**config.mk**
```make
export PLATFORM = sky130hd
export DESIGN_NAME = phy_led_ctrl
export DESIGN_NICKNAME = d
export VERILOG_FILES = /design/src/rtl/phy_led_pkg.sv /design/src/rtl/led_rst_sync.sv /design/src/rtl/led_stretch.sv /design/src/rtl/led_state_map.sv /design/src/rtl/led_drive.sv /design/src/rtl/phy_led_ctrl.sv
export SDC_FILE = /design/constraint.sdc
export NUM_CORES = 1
export LEC_CHECK = 0
export ABC_CLOCK_PERIOD_IN_PS = 800
export BUFFER_PORTS_ARGS = -buffer_cell sky130_fd_sc_hd__buf_4
export CAP_MARGIN = 10
export CORE_UTILIZATION = 51
export DETAILED_ROUTE_END_ITERATION = 8
export PLACE_DENSITY_LB_ADDON = 0.12
export SLEW_MARGIN = 0
export SYNTH_ARGS = -nofsm -noshare
export SYNTH_HDL_FRONTEND = slang
export SYNTH_HIERARCHICAL = 1
export SYNTH_SLANG_ARGS = --single-unit
```
**constraint.sdc**
```tcl
create_clock -name clk_i -period 0.8 [get_ports clk_i]
set_input_delay 0.08 -clock clk_i [delete_from_list [all_inputs] [get_ports clk_i]]
set_output_delay 0.08 -clock clk_i [all_outputs]
set_load 0.005 [all_outputs]
```
**src/rtl/phy_led_pkg.sv**
```systemverilog
package phy_led_pkg;

  localparam int unsigned LED_N    = 4;
  localparam int unsigned IDX_ACT  = 0;
  localparam int unsigned IDX_LINK = 1;
  localparam int unsigned IDX_SPD  = 2;
  localparam int unsigned IDX_FDX  = 3;

  typedef struct packed {
    logic crs;
    logic link10;
    logic link100;
    logic spd100;
    logic aneg_busy;
    logic isolate;
    logic fdx;
  } phy_stat_t;

endpackage

```
**src/rtl/led_rst_sync.sv**
```systemverilog
module led_rst_sync #(
  parameter int unsigned STAGES = 2
) (
  input  logic clk_i,
  input  logic rst_ni,
  output logic rst_sync_no
);

  logic [STAGES-1:0] sync_q;
  logic [STAGES-1:0] sync_d;

  always_comb begin
    sync_d = {sync_q[STAGES-2:0], 1'b1};
  end

  always_ff @(posedge clk_i or negedge rst_ni) begin
    if (!rst_ni) begin
      sync_q <= '0;
    end else begin
      sync_q <= sync_d;
    end
  end

  assign rst_sync_no = sync_q[STAGES-1];

endmodule

```
**src/rtl/led_stretch.sv**
```systemverilog
module led_stretch #(
  parameter int unsigned STRETCH_CYCLES = 3_200_000,
  localparam int unsigned CNT_W = $clog2(STRETCH_CYCLES + 1)
) (
  input  logic             clk_i,
  input  logic             rst_ni,
  input  logic             crs_i,
  output logic             act_o,
  output logic [CNT_W-1:0] cnt_o
);

  localparam logic [CNT_W-1:0] LOAD_VAL = CNT_W'(STRETCH_CYCLES);

  logic [CNT_W-1:0] cnt_q;
  logic [CNT_W-1:0] cnt_d;
  logic             cnt_busy;
  logic             cnt_en;

  assign cnt_busy = (cnt_q != '0);
  assign cnt_en   = crs_i | cnt_busy;

  // Next state: reload on carrier, otherwise count down to zero.
  always_comb begin
    cnt_d = cnt_q;
    if (crs_i) begin
      cnt_d = LOAD_VAL;
    end else if (cnt_busy) begin
      cnt_d = cnt_q - CNT_W'(1);
    end
  end

  always_ff @(posedge clk_i or negedge rst_ni) begin
    if (!rst_ni) begin
      cnt_q <= '0;
    end else if (cnt_en) begin
      cnt_q <= cnt_d;
    end
  end

  assign act_o = crs_i | cnt_busy;
  assign cnt_o = cnt_q;

endmodule

```
**src/rtl/led_state_map.sv**
```systemverilog
module led_state_map
  import phy_led_pkg::*;
(
  input  phy_stat_t        stat_i,
  input  logic             act_i,
  output logic [LED_N-1:0] on_d_o
);

  logic link_sel;
  logic spd_req;

  always_comb begin
    link_sel = stat_i.spd100 ? stat_i.link100 : stat_i.link10;
    spd_req  = (stat_i.spd100 | stat_i.aneg_busy) & ~stat_i.isolate;

    on_d_o           = '0;
    on_d_o[IDX_ACT]  = act_i;
    on_d_o[IDX_LINK] = link_sel;
    on_d_o[IDX_SPD]  = spd_req;
    on_d_o[IDX_FDX]  = stat_i.fdx;
  end

endmodule

```
**src/rtl/led_drive.sv**
```systemverilog
module led_drive #(
  parameter int unsigned N = 4
) (
  input  logic         clk_i,
  input  logic         rst_ni,
  input  logic [N-1:0] strap_i,
  input  logic [N-1:0] on_d_i,
  output logic [N-1:0] on_q_o,
  output logic [N-1:0] strap_q_o,
  output logic [N-1:0] led_o
);

  logic cap_en;

  assign cap_en = ~rst_ni;

  for (genvar i = 0; i < N; i++) begin : g_led
    logic strap_q;
    logic on_q;

    // Strap capture: enabled only while reset is held, no reset on the flop.
    always_ff @(posedge clk_i) begin
      if (cap_en) begin
        strap_q <= strap_i[i];
      end
    end

    always_ff @(posedge clk_i or negedge rst_ni) begin
      if (!rst_ni) begin
        on_q <= 1'b0;
      end else begin
        on_q <= on_d_i[i];
      end
    end

    assign strap_q_o[i] = strap_q;
    assign on_q_o[i]    = on_q;
    assign led_o[i]     = on_q ^ strap_q;
  end

endmodule

```
**src/rtl/phy_led_ctrl.sv**
```systemverilog
module phy_led_ctrl
  import phy_led_pkg::*;
#(
  parameter int unsigned STRETCH_CYCLES = 3_200_000,
  localparam int unsigned CNT_W = $clog2(STRETCH_CYCLES + 1)
) (
  input  logic             clk_i,
  input  logic             rst_ni,
  input  logic [LED_N-1:0] strap_i,
  input  logic             crs_i,
  input  logic             link10_i,
  input  logic             link100_i,
  input  logic             speed100_i,
  input  logic             aneg_busy_i,
  input  logic             isolate_i,
  input  logic             fdx_i,
  output logic [LED_N-1:0] led_o
);

  logic             rst_sync_n;
  logic             act_req;
  logic [CNT_W-1:0] act_cnt;
  logic [LED_N-1:0] led_on_d;
  logic [LED_N-1:0] led_on;
  logic [LED_N-1:0] strap_q;
  phy_stat_t        stat;

  assign stat.crs       = crs_i;
  assign stat.link10    = link10_i;
  assign stat.link100   = link100_i;
  assign stat.spd100    = speed100_i;
  assign stat.aneg_busy = aneg_busy_i;
  assign stat.isolate   = isolate_i;
  assign stat.fdx       = fdx_i;

  led_rst_sync #(
    .STAGES(2)
  ) u_rst_sync (
    .clk_i      (clk_i),
    .rst_ni     (rst_ni),
    .rst_sync_no(rst_sync_n)
  );

  led_stretch #(
    .STRETCH_CYCLES(STRETCH_CYCLES)
  ) u_stretch (
    .clk_i (clk_i),
    .rst_ni(rst_sync_n),
    .crs_i (stat.crs),
    .act_o (act_req),
    .cnt_o (act_cnt)
  );

  led_state_map u_map (
    .stat_i(stat),
    .act_i (act_req),
    .on_d_o(led_on_d)
  );

  led_drive #(
    .N(LED_N)
  ) u_drive (
    .clk_i    (clk_i),
    .rst_ni   (rst_sync_n),
    .strap_i  (strap_i),
    .on_d_i   (led_on_d),
    .on_q_o   (led_on),
    .strap_q_o(strap_q),
    .led_o    (led_o)
  );

endmodule

```
# After elaboration in Yosys (flattened, before gate mapping)
# Index checks and enable logic that the tools add are counted.
# word_totals
register_bits,32
inputBits,13
out_inout_bits,4
wordCells,25
# op_classes
addsub,1
muxes,3
bitwise,8
reduce_logical,3
# op_table
operator,count
two-way mux 22 bit,2
nonzero test 22 bit,1
"subtractor 22 x 1 -> 22 bit, second input constant",1
bitwise XOR 1 bit,4
bitwise OR 1 bit,2
AND reduction 2 bit,1
nonzero test 2 bit,1
AND 1 bit,1
two-way mux 1 bit,1
NOT 1 bit,1

# Longest topological paths before layout
# Gate-level depths: netlist of run 1.
# depth
ltp_word,3
ltp_mapped,9
depth_no_buf,8

# Modules after synthesis
# The synthesis of run 1 kept the hierarchy.
# by_module_without_submodules
module,instances,cells_each,area_per_inst_um2,seq_area_each_um2
led_stretch,1,125,1167.4,550.5
led_drive,1,21,319.1,220.2
led_state_map,1,6,55.1,0.0
led_rst_sync,1,3,53.8,50.0

# Least setup slack after synthesis of run 1
# Ideal clock, no wire load.
# synth_path
path_type,flip-flop to flip-flop
startpoint,"reg u_stretch.cnt_q[0], in the netlist u_stretch/cnt_o[0]"
endpoint,"reg u_stretch.cnt_q[20], in the netlist u_stretch/cnt_o[20]"
setup_ps,124
arrival_time_ps,1980
required_time_ps,676
slack_ps,-1304
stages_incl_launch_ff,8
n_path_buf,1
synth_period_minus_slack_ps,2104
cell_sequence,dfrtp_1 > inv_1 > ha_1 > or3b_1 > buf_2 > or2_4 > or3_1 > a211o_1
# synth_between
elab_chain_len,3
word_cells_on_any_way,7
classes_between,1 x add/sub; 2 x mux; 1 x bitwise; 3 x reduce/logical
# synth_rtl
element,line,source
"start, declared",led_stretch.sv:14,logic [CNT_W-1:0] cnt_q;
"start signal, assigned",led_stretch.sv:36,cnt_q <= cnt_d;
subtractor 22 x 1 -> 22 bit / nonzero test 22 bit (equally long branches),"led_stretch.sv:28, led_stretch.sv:19",
two-way mux 22 bit (tied with other cells),led_stretch.sv:27,end else if (cnt_busy) begin
two-way mux 22 bit / AND reduction 2 bit (equally long branches),-,
# Parallel ways exist; a longest one is shown, timed or not. The select of a mux whose other input is x is not followed.
# A chain may end at the register's enable or synchronous reset.

# Final worst setup path of run 1
# layout_path
startpoint,"reg u_stretch.cnt_q[1], in the netlist u_stretch/cnt_o[1]"
endpoint,"reg u_stretch.cnt_q[17], in the netlist u_stretch/cnt_o[17]"
# Same word-level chain as after synthesis.

==> metrics.cfg, run 1 <==
[placed_design]
routabilityCongestion=0.771
io_buffers=16
dp.cells=224
dpl.hpwl_um=2300

[final_layout]
seq_area_um2=825
syn2layout_area_growth_pct=49.6
drive_gt1_share_pct=42.9
final_common_cell=buf_4
antennaDiodeCount=0
nNetsFinal=232
fillers=161
fin_cells=250
multiInputGateArea_um2=749
final_cell_mix=59 x buf_4, 27 x dfrtp_1, 14 x xor2_1

[synthesis]
yosys_warnings=6
syn_avg_cell_area_um2=10.4
synth_cells=147
netlist_area_um2=1540
syn-num-nets=161

[clock_tree]
clock-root-buffer=clkbuf_4
clk_pin_slew_ps=100
cts_tree=built
cts_sinks=32
h-tree-depth=2
numCtsBuffers=5
insertion_delay_ps=340
ctsLongestPathBuffers=2

[sta]
finalSetupViolCount=31
final.setup.worst_slack_ps=-1200
hold_viol_final=0
rsz0062_at_grt=yes
hold_ws_ps=5.42
finalClockSkew_ps=6.34
slew_viol_final=0
clock.fmax_mhz=499
finalWorstPathRequiredPeriod_ps=2000
period_share_pct=250

[drt]
post_drt_via_cell_ratio=5.47
drtPass1Iterations=7
drtAntennaViolNets=0
drt_iter0_drc=58
wl_per_cell_um=15.2
drc=2
vias=1367
wirelength_um=3800

[hold_path]
hp-class=input port to flop

[global_routing]
antenna_found_initial=0
busiest_layer=met2
grt_use_met2_pct=46.4
use_met3_pct=7.14
use_met1_pct=30.0
grt_pass1_vias=1393
grt_pass1_wl_um=6260
gr-total-overflow=0
grt.total_usage_pct=26.4
grt_max_degree=27

[floorplanning]
fp.dieW_um=56.9
num_io_pins=17
die_h_um=56.9
rows=19
start_util_pct=54.7
dieArea_um2=3230
core_area_um2=2810

[run]
maxCapViolCount=0

[critical_path]
worstSetupPathType=flop to flop
critical_path.startpoint_type=flop
worstPathArrival_ps=2240
cp.required_ps=1040
cp_max_fo=6
end_kind=flop

[power]
leakagePower_nw=0.989
power_density_nw_per_um2=2080
irDropWorstVdd_mv=1.57

[run_status]
violations=design-rule violations, negative setup slack
status=complete, but fails checks

## area by class of cell
| type | instances | share of cell area [%] |
|---|---|---|
| clock inverters | 2 | 1.53 |
| flip-flops and latches | 32 | 35.9 |
| multi-input cells | 101 | 32.6 |
| repair buffers | 73 | 25.5 |
| clock buffers | 6 | 1.80 |
| well taps | 31 | 1.69 |
| inverters | 5 | 0.926 |
## critical path, stage by stage, from the launching register on
cell and delay, ps:
dfrtp_1 410, inv_2 90, ha_4 130, or3b_4 390
or3_4 450, o211ai_4 220, nor3_1 70, o21a_1 160
## layer usage
metal  part of all wire [%]  up-vias
li1                       -      657
met1                     40      669
met2                     54       30
met3                    4.2       11
met4                    2.3        0
met5                      0        -
## power breakdown
group / switching (mW) / internal [mW]
clock network: 0.547 / 0.655
registers: 0.0938 / 1.79
logic: 0.823 / 0.876
total: 1.46 / 3.32
## through the flow
| step | power [mW] | TNS, ps | setup WS (ps) | cell area (um2) | utilization, % |
|---|---|---|---|---|---|
| 2_1_floorplan | 2.56 | -25780 | -1180 | 1580 | - |
| 3_3_place_gp | 3.16 | -25140 | -1170 | 1970 | 70.3 |
| 3_5_place_dp | 3.20 | -26450 | -1250 | 1970 | 70.3 |
| 4_1_cts | 4.65 | -27490 | -1210 | 2260 | 80.5 |
| 5_1_grt | 5.00 | -29470 | -1280 | 2300 | 81.9 |
| 6_report | 4.78 | -27480 | -1200 | 2300 | 81.9 |
## flip-flops by register name (all words and copies together), names as in the netlist
name	count
u_drive/g_led.on_q	4
u_drive/g_led.strap_q	4
u_rst_sync/sync_q	2
u_stretch/cnt_o	22
## timing repair
action / in CTS / in global routing
hold buffers: 11 / 1
hold endpoints to repair: 9 / 1
setup endpoints to repair: 31 / 32
resized for setup: 16 / 4
buffers inserted: 5 / 2
pin swaps: 17 / 17
## path summary, 6_finish.rpt
| kind | start | endpoint | slack, ps | depth (start not counted) |
|---|---|---|---|---|
| min | speed100_i | u_drive/g_led[1].on_q | 5 | 2 |
| min reg2reg | u_rst_sync/sync_q[1] | u_drive/g_led[1].on_q | 350 | 1 |
| max reg2reg | u_stretch/cnt_o[1] | u_stretch/cnt_o[17] | -1200 | 7 |
| max | u_stretch/cnt_o[1] | u_stretch/cnt_o[17] | -1200 | 7 |
| min in group asynchronous | rst_ni | u_rst_sync/sync_q[1] | 60 | 2 |
| max in group asynchronous | u_rst_sync/sync_q[1] | u_stretch/cnt_o[10] | 200 | 1 |
(Power assumes the default switching activity.)
==> inputs of run 2 (changes only) <==
--- a/config.mk
+++ b/config.mk
@@ -10,6 +10,7 @@
 export CAP_MARGIN = 10
 export CORE_UTILIZATION = 51
 export DETAILED_ROUTE_END_ITERATION = 8
+export GPL_TIMING_DRIVEN = 0
 export PLACE_DENSITY_LB_ADDON = 0.12
 export SLEW_MARGIN = 0
 export SYNTH_ARGS = -nofsm -noshare
==> run 2 against run 1 <==
  * The flow still finishes with violations (design-rule violations, negative setup slack)
  * Die area stayed put
  * Highest routed layer unchanged
  * First-iteration DRC count is 31% higher
  * Non-clock buffer count is 30 lower
  * Via count is 6.0% lower
  * Final cell count is 12% lower
  * Core utilization is 7.8 points lower
  * Sequential share of layout area is 3.8 points higher
  * Fmax is 6.6% lower
  * Clock skew is 1.4 ps lower
==> metrics.cfg, run 2 (synthesis gave the netlist of run 1 again) <==
[run_status]
status=complete, but fails checks
violations=design-rule violations, negative setup slack

[clock_tree]
clock-root-buffer=clkbuf_4
insertion_delay_ps=330  ; about the same
ctsLongestPathBuffers=2  ; unchanged
clk_pin_slew_ps=90  ; about the same
numCtsBuffers=5  ; unchanged
cts_tree=built
h-tree-depth=2  ; unchanged
cts_sinks=32  ; unchanged

[final_layout]
largest_register_ffs=22  ; unchanged
syn2layout_area_growth_pct=35.5
nNetsFinal=202  ; -13%
final_cell_mix=29 x buf_4, 27 x dfrtp_1, 14 x xor2_1
final_common_cell=buf_4
multiInputGateArea_um2=774  ; +3.3%
drive_gt1_share_pct=38.6  ; -4.3 points
fin_cells=220  ; -12%
seq_area_um2=825  ; unchanged
antennaDiodeCount=0  ; unchanged
fillers=201  ; +25%

[critical_path]
worstPathArrival_ps=2370  ; +130 ps
worst-path-buf-inv=2  ; +1
slowest_stage=dfrtp_1
worstSetupPathType=flop to flop
end_kind=flop
critical_path.top_delay_family=simple AND/OR/NAND/NOR gates
crit_chain=inv_2, ha_4, or3b_4, buf_4, or2_4, or3_4, a211o_1
critical_path.startpoint_type=flop
reg2reg_depth=7  ; unchanged
cp_max_fo=4  ; -2
r2r_end=u_stretch/cnt_o[20]
r2r_slack_ps=-1350  ; -140 ps
cp.required_ps=1030  ; about the same
critPathMaxStageDelay_ps=410  ; -40 ps
rr_startpoint=u_stretch/cnt_o[1]

[floorplanning]
fp.dieW_um=56.9  ; unchanged
core_area_um2=2810  ; unchanged
dieArea_um2=3230  ; unchanged
num_io_pins=17  ; unchanged
start_util_pct=54.7  ; unchanged
die_h_um=56.9  ; unchanged
rows=19  ; unchanged

[drt]
wirelength_um=3580  ; -5.9%
drtPass1Iterations=6  ; -1
post_drt_via_cell_ratio=5.84  ; +6.8%
vias=1285  ; -6.0%
wl_per_cell_um=16.3  ; +6.9%
drt_iter0_drc=76  ; +31%
drc=3  ; +1
drtAntennaViolNets=0  ; unchanged

[global_routing]
antenna_found_initial=0  ; unchanged
gr-total-overflow=0  ; unchanged
grt_max_degree=15  ; -44%
grt.total_usage_pct=25.4  ; -0.96 points
grt_pass1_vias=1267  ; -9.0%
grt_pass1_wl_um=5940  ; -5.1%

[sta]
hold_ws_ps=50.6  ; +45.1 ps
slew_viol_final=0  ; unchanged
finalClockSkew_ps=4.90  ; -1.44 ps
period_share_pct=268  ; +18 points
final.setup.worst_slack_ps=-1350  ; -141 ps
hold_viol_final=0  ; unchanged
rsz0062_at_grt=yes
clock.fmax_mhz=466  ; -6.6%
finalWorstPathRequiredPeriod_ps=2150  ; +141 ps
finalSetupViolCount=31  ; unchanged

[hold_path]
hp-class=input port to asynchronous set/reset pin

[placed_design]
dpl.hpwl_um=2090  ; -9.0%
io_buffers=14  ; -2
routabilityCongestion=0.813  ; +5.4%
dp.cells=192  ; -14%

[power]
leakagePower_nw=0.848  ; -14%
irDropWorstVdd_mv=1.29  ; -18%
power_density_nw_per_um2=2040  ; -1.8%

[run]
maxCapViolCount=0  ; unchanged

-- run 2: changes by cell type in the layout (fill, tap and decap cells not counted), moves of 2 or more --
| cell | delta |
|---|---|
| o21ai_0 | -3 |
| buf_4 | -30 |
| nor2_4 | +2 |
| clkbuf_8 | +2 |
| nand3_1 | -2 |
| nor2_2 | -2 |
| buf_6 | +2 |
| clkbuf_1 | +2 |
| nand3_2 | +2 |
| o21ai_1 | +3 |
| dlygate4sd3_1 | -5 |
-- run 2: metrics by stage --
step	instance area (um2)	total power, mW	TNS [ps]	utilization (%)	setup WS [ps]
after global placement	1730	2.78	-29420	61.5	-1310
after CTS	2000	4.08	-28910	71.2	-1310
after floorplan	1580	2.56	-25780	-	-1180
after detailed placement	1730	2.80	-30210	61.5	-1340
final	2080	4.25	-29100	74.1	-1350
after global routing	2080	4.46	-30820	74.1	-1390
-- run 2: what timing repair did --
item / 4_1_cts / 5_1_grt
gates resized for setup: 18 / 14
setup endpoints to repair: 31 / 31
endpoints found under the hold margin: 7 / 0
hold buffers: 6 / 0
buffers inserted: 10 / 6
pin swaps: 13 / 14
cloned: 0 / 0
-- run 2: area by class of cell --
class                   instances  area share, %
flip-flops and latches         32           39.7
multi-input cells             101           37.2
well taps                      31           1.87
clock buffers                   8           3.31
inverters                       5           1.14
repair buffers                 36           14.4
plain buffers                   7           2.35
-- run 2: where the power goes --
| part | total, mW | internal [mW] | switching (mW) |
|---|---|---|---|
| logic | 1.24 | 0.575 | 0.665 |
| clock network | 1.06 | 0.517 | 0.545 |
| registers | 1.95 | 1.79 | 0.161 |
-- run 2: how the worst max path moves through the flow --
stage | startpoint | endpoint | slack (ps) | cells after the start
after floorplan | u_stretch/cnt_o[1] | u_stretch/cnt_o[17] | -1180 | 8
after global placement | u_stretch/cnt_o[0] | u_stretch/cnt_o[7] | -1310 | 8
after detailed placement | u_stretch/cnt_o[1] | u_stretch/cnt_o[2] | -1340 | 9
after CTS | u_stretch/cnt_o[0] | u_stretch/cnt_o[7] | -1310 | 8
after global routing | u_stretch/cnt_o[1] | u_stretch/cnt_o[20] | -1390 | 7
final | u_stretch/cnt_o[1] | u_stretch/cnt_o[20] | -1350 | 7
-- run 2: worst register-to-register path: stages (launching register included) --
cell and delay (ps):
dfrtp_1 410, inv_2 90, ha_4 130, or3b_4 400, buf_4 160, or2_4 260
or3_4 340, a211o_1 260
-- run 2: per-layer routing --
metal	track usage (%)	vias to the layer above	share of wire, %
met4	14.6	0	2.6
met2	40.3	51	49
met3	8.29	12	5.6
met1	30.2	620	42
li1	-	602	-
met5	0	-	0
==> inputs of run 3 (changes only) <==
--- a/config.mk
+++ b/config.mk
@@ -6,7 +6,7 @@
 export NUM_CORES = 1
 export LEC_CHECK = 0
 export ABC_CLOCK_PERIOD_IN_PS = 800
-export BUFFER_PORTS_ARGS = -buffer_cell sky130_fd_sc_hd__buf_4
+export BUFFER_PORTS_ARGS = -buffer_cell sky130_fd_sc_hd__buf_2
 export CAP_MARGIN = 10
 export CORE_UTILIZATION = 51
 export DETAILED_ROUTE_END_ITERATION = 8
==> run 3 against run 2 <==
  * The run still ends with design-rule violations, negative setup slack left
  * Die area stayed put
  * Sequential cell count did not move
  * Hold slack worse by 6.2 ps
  * Critical endpoint is now u_stretch/cnt_o[7]
==> metrics.cfg, run 3 (synthesis gave the netlist of run 1 again) <==
[placed_design]
dp_slack_ps=-1340  ; +4.59 ps
io_buffers=14  ; unchanged
placed_area_um2=1690  ; -2.0%
dpl.hpwl_um=2040  ; -2.5%
routabilityCongestion=0.875  ; +7.7%

[final_layout]
final_cell_mix=27 x dfrtp_1, 14 x buf_2, 14 x buf_4, 14 x xor2_1, 13 x nor2_1
drive_gt1_share_pct=38.3  ; -0.28 points
antennaDiodeCount=0  ; unchanged
final_common_cell=dfrtp_1
largest_register_ffs=22  ; unchanged
fin_area_um2=2090  ; +0.42%
fillers=183  ; -9.0%
nNetsFinal=206  ; +2.0%
syn2layout_area_growth_pct=36.0

[critical_path]
cp.required_ps=990  ; -40 ps
critical_path.startpoint_type=flop
worstSetupPathType=flop to flop
end_kind=flop
worstPathArrival_ps=2290  ; -80 ps
cp_max_fo=6  ; +2

[sta]
finalClockSkew_ps=12.6  ; +7.67 ps
rsz0062_at_grt=yes
tightest_slew_ps=542
period_share_pct=262  ; -6.0 points
finalWorstPathRequiredPeriod_ps=2100  ; -47.8 ps
slew_viol_final=0  ; unchanged
finalSetupViolCount=31  ; unchanged
hold_viol_final=0  ; unchanged
hold_ws_ps=44.4  ; -6.16 ps
relSlewSlack_pct=63.9
clock.fmax_mhz=477  ; +2.3%
tns_ps=-28540  ; +562 ps
final.setup.worst_slack_ps=-1300  ; +47.8 ps

[power]
power_density_nw_per_um2=2020  ; -1.4%
totalPowerFinal_mw=4.21  ; -0.99%
leakagePower_nw=0.854  ; +0.72%
irDropWorstVdd_mv=1.25  ; -3.0%

[drt]
drt_iter0_drc=66  ; -13%
drc=2  ; -1
wl_per_cell_um=16.9  ; +4.2%
wirelength_um=3800  ; +6.1%
drtAntennaViolNets=0  ; unchanged
post_drt_via_cell_ratio=5.69  ; -2.6%
drtPass1Iterations=6  ; unchanged
vias=1274  ; -0.86%

[run_status]
status=complete, but fails checks
violations=design-rule violations, negative setup slack

[clock_tree]
ctsLongestPathBuffers=2  ; unchanged
cts_tree=built
clk_pin_slew_ps=90  ; about the same
clock-root-buffer=clkbuf_4
numCtsBuffers=5  ; unchanged
insertion_delay_ps=340  ; about the same
h-tree-depth=2  ; unchanged
cts_sinks=32  ; unchanged

[global_routing]
use_met1_pct=33.2  ; +3.0 points
grt.total_usage_pct=25.6  ; +0.19 points
use_met3_pct=5.53  ; -2.8 points
antenna_found_initial=0  ; unchanged
grt_max_degree=15  ; unchanged
grt_use_met2_pct=41.0  ; +0.68 points
grt_pass1_vias=1286  ; +1.5%
grt_pass1_wl_um=6070  ; +2.1%
gr-total-overflow=0  ; unchanged
busiest_layer=met2

[hold_path]
hp-class=input port to asynchronous set/reset pin

[floorplanning]
rows=19  ; unchanged
core_area_um2=2810  ; unchanged
fp.dieW_um=56.9  ; unchanged
num_io_pins=17  ; unchanged
die_h_um=56.9  ; unchanged
start_util_pct=54.7  ; unchanged
dieArea_um2=3230  ; unchanged

[run]
maxCapViolCount=0  ; unchanged

## run 3: path summary, 6_finish.rpt
kind,start,end,slack [ps],cells past startpoint
setup / recovery,u_stretch/cnt_o[0],u_stretch/cnt_o[7],-1300,7
hold / removal,rst_ni,u_rst_sync/sync_q[0],40,2
setup reg to reg,u_stretch/cnt_o[0],u_stretch/cnt_o[7],-1300,7
hold reg to reg,u_rst_sync/sync_q[1],u_stretch/cnt_o[19],300,1
max in group asynchronous,u_rst_sync/sync_q[1],u_stretch/cnt_o[11],120,2
min in group clk_i,aneg_busy_i,u_drive/g_led[2].on_q,40,3
## run 3: power by group
part           switching (mW)  total (mW)  internal [mW]
Sequential              0.155        1.94           1.79
Clock                   0.525       0.863          0.337
Combinational           0.731        1.40          0.673
Total                    1.41        4.21           2.80
## run 3: critical path: stages (launching register included)
cell and delay (ps):
dfrtp_1 420, inv_2 90, ha_4 130, or3b_4 400, or3_4 460, o21ai_4 220
xor2_1 180, nor2_1 60
## run 3: routing by layer
| metal | up-vias | part of all wire, % |
|---|---|---|
| li1 | 603 | - |
| met1 | 635 | 43 |
| met2 | 29 | 51 |
| met3 | 7 | 4.9 |
| met4 | 0 | 1.8 |
| met5 | - | 0 |
## run 3: through the flow
stage	cells	utilization [%]
after floorplan	147	-
after global placement	192	60.3
after detailed placement	192	60.3
after CTS	219	70.8
after global routing	224	74.4
final	224	74.4
## run 3: cell type report
type	count	area [um2]	area share, %
timing repair buffer	40	323	15.5
sequential	32	825	39.5
buffer	7	48.8	2.34
inverter	5	23.8	1.14
multi-input combinational	101	781	37.4
clock inverter	1	3.75	0.180
tap	31	38.8	1.86
clock buffer	7	45.0	2.16
## run 3: what timing repair did
item / in CTS / in global routing
pin swaps: 20 / 15
resized for setup: 18 / 18
endpoints found under the setup margin: 31 / 31
cloned: 0 / 0
buffers inserted: 15 / 5
endpoints found under the hold margin: 7 / 0
hold buffers: 6 / 0
